### src/rtl/msl_pkg.sv
package msl_pkg;
  localparam int LINE_N = 4;
  localparam int CTRL_USED = 5;

  // control bits, index order matters: bit 0 at the bottom
  typedef struct packed {
    logic loop;
    logic out2;
    logic out1;
    logic rts;
    logic dtr;
  } ctrl_t;

  // status lines as they sit in status bits 7:4
  typedef struct packed {
    logic dcd;
    logic ri;
    logic dsr;
    logic cts;
  } line_t;

  // change flags as they sit in status bits 3:0
  typedef struct packed {
    logic ddcd;
    logic teri;
    logic ddsr;
    logic dcts;
  } delta_t;
endpackage

### src/rtl/msl_rst_sync.sv
module msl_rst_sync #(
  parameter int STAGES = 2
) (
  input  logic clk,
  input  logic rst_n,
  output logic rst_sync_n
);
  logic [STAGES-1:0] sync_q;

  always_ff @(posedge clk or negedge rst_n) begin
    if (!rst_n) sync_q <= '0;
    else        sync_q <= {sync_q[STAGES-2:0], 1'b1};
  end

  assign rst_sync_n = sync_q[STAGES-1];
endmodule

### src/rtl/msl_line_map.sv
module msl_line_map
  import msl_pkg::*;
(
  input  ctrl_t ctrl_i,
  output line_t line_o
);
  always_comb begin
    if (ctrl_i.loop) begin
      line_o.cts = ctrl_i.rts;
      line_o.dsr = ctrl_i.dtr;
      line_o.ri  = ctrl_i.out1;
      line_o.dcd = ctrl_i.out2;
    end else begin
      line_o.cts = 1'b0;
      line_o.dsr = 1'b1;
      line_o.ri  = 1'b0;
      line_o.dcd = 1'b1;
    end
  end
endmodule

### src/rtl/msl_delta_detect.sv
module msl_delta_detect
  import msl_pkg::*;
(
  input  line_t  old_i,
  input  line_t  new_i,
  output delta_t set_o
);
  logic [LINE_N-1:0] diff;

  assign diff = old_i ^ new_i;

  // level-change flags share the line's bit position; ring uses a falling edge
  generate
    for (genvar b = 0; b < LINE_N; b++) begin : g_flag
      if (b == 2) begin : g_trail
        assign set_o[b] = old_i[b] & ~new_i[b];
      end else begin : g_level
        assign set_o[b] = diff[b];
      end
    end
  endgenerate
endmodule

### src/rtl/msl_status_reg.sv
module msl_status_reg
  import msl_pkg::*;
(
  input  logic   clk,
  input  logic   rst_n,
  input  logic   wr_i,
  input  logic   rd_i,
  input  ctrl_t  ctrl_new_i,
  input  delta_t set_i,
  output ctrl_t  ctrl_q,
  output delta_t delta_q
);
  ctrl_t  ctrl_d;
  delta_t delta_d;
  delta_t kept;

  always_comb begin
    ctrl_d  = ctrl_q;
    kept    = rd_i ? delta_t'('0) : delta_q;
    delta_d = kept;
    if (wr_i) begin
      ctrl_d  = ctrl_new_i;
      delta_d = kept | set_i;
    end
  end

  always_ff @(posedge clk or negedge rst_n) begin
    if (!rst_n) begin
      ctrl_q  <= '0;
      delta_q <= '0;
    end else begin
      if (wr_i)        ctrl_q  <= ctrl_d;
      if (wr_i | rd_i) delta_q <= delta_d;
    end
  end


  delta_sticky_chk: assert property (@(posedge clk) disable iff (!rst_n)
    !rd_i |=> ((delta_q & $past(delta_q)) == $past(delta_q)));


  read_clear_chk: assert property (@(posedge clk) disable iff (!rst_n)
    (rd_i && !wr_i) |=> (delta_q == '0));


  ctrl_hold_chk: assert property (@(posedge clk) disable iff (!rst_n)
    !wr_i |=> $stable(ctrl_q));
endmodule

### src/rtl/modem_status_loop.sv
module modem_status_loop
  import msl_pkg::*;
#(
  parameter int CTRL_W     = 8,
  parameter int RST_STAGES = 2
) (
  input  logic              clk,
  input  logic              rst_n,
  input  logic [CTRL_W-1:0] ctrl_in_i,
  input  logic              ctrl_wr_i,
  input  logic              stat_rd_i,
  output logic [2*LINE_N-1:0] stat_o,
  output logic              delta_any_o
);
  logic   rst_sync_n;
  ctrl_t  ctrl_new;
  ctrl_t  ctrl_q;
  line_t  line_cur;
  line_t  line_new;
  delta_t set_mask;
  delta_t delta_q;
  logic   unused_hi;

  assign ctrl_new  = ctrl_t'(ctrl_in_i[CTRL_USED-1:0]);
  assign unused_hi = ^ctrl_in_i[CTRL_W-1:CTRL_USED];

  msl_rst_sync #(.STAGES(RST_STAGES)) u_rst (
    .clk        (clk),
    .rst_n      (rst_n),
    .rst_sync_n (rst_sync_n)
  );

  msl_line_map u_map_cur (.ctrl_i(ctrl_q),   .line_o(line_cur));
  msl_line_map u_map_new (.ctrl_i(ctrl_new), .line_o(line_new));

  msl_delta_detect u_det (
    .old_i (line_cur),
    .new_i (line_new),
    .set_o (set_mask)
  );

  msl_status_reg u_reg (
    .clk        (clk),
    .rst_n      (rst_sync_n),
    .wr_i       (ctrl_wr_i),
    .rd_i       (stat_rd_i),
    .ctrl_new_i (ctrl_new),
    .set_i      (set_mask),
    .ctrl_q     (ctrl_q),
    .delta_q    (delta_q)
  );

  assign stat_o      = {line_cur, delta_q};
  assign delta_any_o = |delta_q;


  loop_map_chk: assert property (@(posedge clk) disable iff (!rst_sync_n)
    (ctrl_wr_i && ctrl_in_i[4]) |=>
      (stat_o[7:4] == {$past(ctrl_in_i[3]), $past(ctrl_in_i[2]),
                       $past(ctrl_in_i[0]), $past(ctrl_in_i[1])}));


  nonloop_lines_chk: assert property (@(posedge clk) disable iff (!rst_sync_n)
    (ctrl_wr_i && !ctrl_in_i[4]) |=> (stat_o[7:4] == 4'b1010));


  teri_edge_chk: assert property (@(posedge clk) disable iff (!rst_sync_n)
    $rose(stat_o[2]) |-> ($past(ctrl_wr_i) && $past(stat_o[6]) && !stat_o[6]));


  any_fall_chk: assert property (@(posedge clk) disable iff (!rst_sync_n)
    $fell(delta_any_o) |-> $past(stat_rd_i));
endmodule

### config.mk
export PLATFORM = sky130hd
export DESIGN_NAME = modem_status_loop
export DESIGN_NICKNAME = d
export VERILOG_FILES = /design/src/rtl/msl_pkg.sv /design/src/rtl/msl_rst_sync.sv /design/src/rtl/msl_line_map.sv /design/src/rtl/msl_delta_detect.sv /design/src/rtl/msl_status_reg.sv /design/src/rtl/modem_status_loop.sv
export SDC_FILE = /design/constraint.sdc
export NUM_CORES = 1
export LEC_CHECK = 0
export CAP_MARGIN = 10
export CORE_MARGIN = 4
export CORE_UTILIZATION = 23
export DETAILED_ROUTE_END_ITERATION = 12
export HOLD_SLACK_MARGIN = 0.06
export SETUP_SLACK_MARGIN = 0.3
export SLEW_MARGIN = 20
export SYNTH_ARGS = -nofsm -noshare
export SYNTH_HDL_FRONTEND = slang
export SYNTH_SLANG_ARGS = --single-unit
export TNS_END_PERCENT = 30
### constraint.sdc
create_clock -name clk -period 1.1 [get_ports clk]
set_input_delay 0.11 -clock clk [delete_from_list [all_inputs] [get_ports clk]]
set_output_delay 0.11 -clock clk [all_outputs]
set_load 0.005 [all_outputs]
==> impl_metrics.env <==
export IMPL_outcome="finished, violations left"
export IMPL_violations="setup timing"
export IMPL_period_minus_slack_ps=1380
export IMPL_synth_seq_cells=11
export IMPL_clkTransAtPathRegs_ps=60
export IMPL_grt_pass1_wl_um=1790
export IMPL_drt_pass1_iterations=2
export IMPL_synth_area_leaders="dfrtp_1 59%, mux2_2 12%, a22o_1 5.7%, xnor2_1 5.7%, and2b_1 3.2%"
export IMPL_gr_usage_all_layers=0.0940
export IMPL_ys_seq_area_frac=0.593
export IMPL_leakage_uw=0.000432
export IMPL_cts_max_level=1
export IMPL_clock_latency_ps=260
export IMPL_synth_compound_area_frac=0.0782
export IMPL_fin_skew_ps=0.528
export IMPL_ir_worst_vdd_mv=0.831
export IMPL_drtIter0Drc=4
export IMPL_synth_adder_area_share=0
export IMPL_internal_power_uw=852
export IMPL_synth_largest_area_cell="dfrtp_1"
export IMPL_fmax_mhz=727
export IMPL_grt_max_degree=10
export IMPL_viasPerCell=4.02
export IMPL_yosysWarnings=0
export IMPL_cp_arrival_ps=1270
export IMPL_rr_worst_depth=5
export IMPL_multiInputGateArea_um2=205
export IMPL_drtAntennaViolNets=0
export IMPL_critPathRequiredTime_ps=990
export IMPL_nets=87
export IMPL_synth_area_um2=464
export IMPL_nFillCells=184
export IMPL_cts_sinks=11
export IMPL_post_synth_xor_area_fraction=0.0566
export IMPL_synth_top_family_by_area="simple AND/OR/NAND/NOR gates"
export IMPL_vias=398
export IMPL_setup_viol=9
export IMPL_p_clk_frac=0.237
export IMPL_hold_class="flip-flop to async pin"
export IMPL_grt_ovfl_total=0
export IMPL_power_switching_uw=260
export IMPL_routed_wl_um=1090
export IMPL_cts_tree="done"
export IMPL_cts_buffer_depth=2
export IMPL_seqPwrFrac=0.429
export IMPL_cts_root_buffer="clkbuf_4"
export IMPL_rrSetupSlack_ps=-140
export IMPL_p_sw_frac=0.234
export IMPL_avgSynthCellArea_um2=13.3
export IMPL_synthDistinctLibCells=14
export IMPL_wl_per_cell_um=11.0
export IMPL_grt_pass1_vias=383
export IMPL_holdWs_ps=148
export IMPL_netlist_area_leader_share=0.593
export IMPL_muxShareOfSynthArea=0.121
export IMPL_diodes=0
export IMPL_final_max_slew_viol_count=0
export IMPL_final_util=0.490
export IMPL_period_share=1.25
export IMPL_cp_start_kind="flip-flop"
export IMPL_path_class="flip-flop to output port"
export IMPL_synth_nets=47
export IMPL_place_congestion=0.673
export IMPL_fp_dieW_um=52.9
export IMPL_synth_simple_area_share=0.124
export IMPL_fin_ws_ps=-276
export IMPL_register_area_um2=275
export IMPL_hold_violations=0
export IMPL_critPathCaptureType="output port"
export IMPL_rr_endpoint="u_reg.delta_q[0]"
export IMPL_start_util=0.255
export IMPL_row_count=15
export IMPL_synthCells=35
export IMPL_antenna_found_initial=0
export IMPL_drive_above_1_share=0.541
export IMPL_powerDensity_nw_per_um2=1250
export IMPL_io_buffers=17
export IMPL_dieArea_um2=2800
export IMPL_coreArea_um2=1820
export IMPL_drc_errors=0
export IMPL_fp_dieH_um=52.9
export IMPL_r2r_start="u_reg.ctrl_q[4]"
export IMPL_critical_path_peak_fanout=2
export IMPL_ios=21
export IMPL_cts_buffers_inserted=3
export IMPL_max_cap_violations=0
export IMPL_rsz0062_at_grt="yes"
export IMPL_p_comb_frac=0.334
export IMPL_syn_to_final_growth_pct=92.2
area by class of cell:
cell class	count	share of cell area
timing repair buffer	36	0.393
sequential	11	0.309
multi-input combinational	22	0.230
tap	25	0.0351
clock buffer	4	0.0295
inverter	1	0.00421
metrics by stage:
step	cells	cell area (µm²)	TNS (ps)	worst slack [ps]	power, µW
floorplan	35	464	0	81.1	574
global placement	86	736	-1690	-318	761
detailed placement	86	736	-1820	-318	766
CTS	97	851	-1140	-293	1100
global route	99	892	-1720	-325	1190
finish	99	892	-1210	-276	1110
logic make-up after synthesis:
| logic type | after synthesis |
|---|---|
| flops | 11 |
| xor+xnor | 3 |
| other cells | 1 |
| buf+inv | 2 |
| simple gates | 9 |
| mux | 5 |
| compound gates | 4 |
registers in the layout, summed over array words and instances (netlist names):
name	flops
u_reg.ctrl_q	5
u_rst.sync_q	2
u_reg.delta_q	4
placed cells by master (no fill, tap or decap):
master / count
dlygate4sd3_1: 1
nand2b_4: 2
buf_6: 17
xnor2_1: 2
or4_1: 1
xnor2_2: 1
a22o_1: 3
buf_4: 8
clkbuf_4: 3
dlygate4sd2_1: 1
inv_1: 1
conb_1: 1
a32o_1: 1
buf_2: 2
mux2_2: 5
nand2_1: 2
clkdlybuf4s50_1: 7
and2b_1: 2
and2_4: 2
clkbuf_1: 1
dfrtp_1: 11
power groups by stage:
stage	clock network, µW	logic [µW]	registers (µW)
finish	263	372	477
floorplan	0	91.7	483
global placement	0	280	481
detailed placement	0	284	483
global route	300	402	485
CTS	283	344	477
metal layers:
metal / up-vias / track usage / part of all wire
met5: - / 0 / 0
met3: 0 / 0.0507 / 0.095
li1: 197 / - / -
met1: 186 / 0.102 / 0.39
met4: 0 / 0.0383 / 0
met2: 15 / 0.151 / 0.51
critical path, cell delays in order (launching register included):
cell and delay [ps]:
dfrtp_1 370, or4_1 500, buf_2 140
worst max path at each step:
stage          slack, ps  depth (start not counted)              from           to
4_1_cts             -290                          2  u_reg.delta_q[3]  delta_any_o
6_report            -280                          2  u_reg.delta_q[3]  delta_any_o
5_1_grt             -320                          2  u_reg.delta_q[3]  delta_any_o
2_1_floorplan         80                          1  u_reg.delta_q[2]  delta_any_o
3_5_place_dp        -320                          2  u_reg.delta_q[2]  delta_any_o
3_3_place_gp        -320                          2  u_reg.delta_q[2]  delta_any_o
cell usage after synthesis:
library cell	number
nand2_1	2
nand2b_1	2
conb_1	1
a22o_1	3
or4_1	1
xnor2_1	3
mux2_2	5
and2b_1	2
and2_1	1
a32o_1	1
inv_1	1
and2_4	1
buf_2	1
dfrtp_1	11
timing repair:
| action | CTS | global route |
|---|---|---|
| setup endpoints to repair | 18 | 14 |
| pin swaps | 4 | 4 |
| buffers inserted | 6 | 2 |
| endpoints found under the hold margin | 2 | 0 |
| hold buffers | 1 | 0 |
| gates resized for setup | 50 | 8 |
| cloned | 0 | 0 |
(Power assumes the default switching activity.)
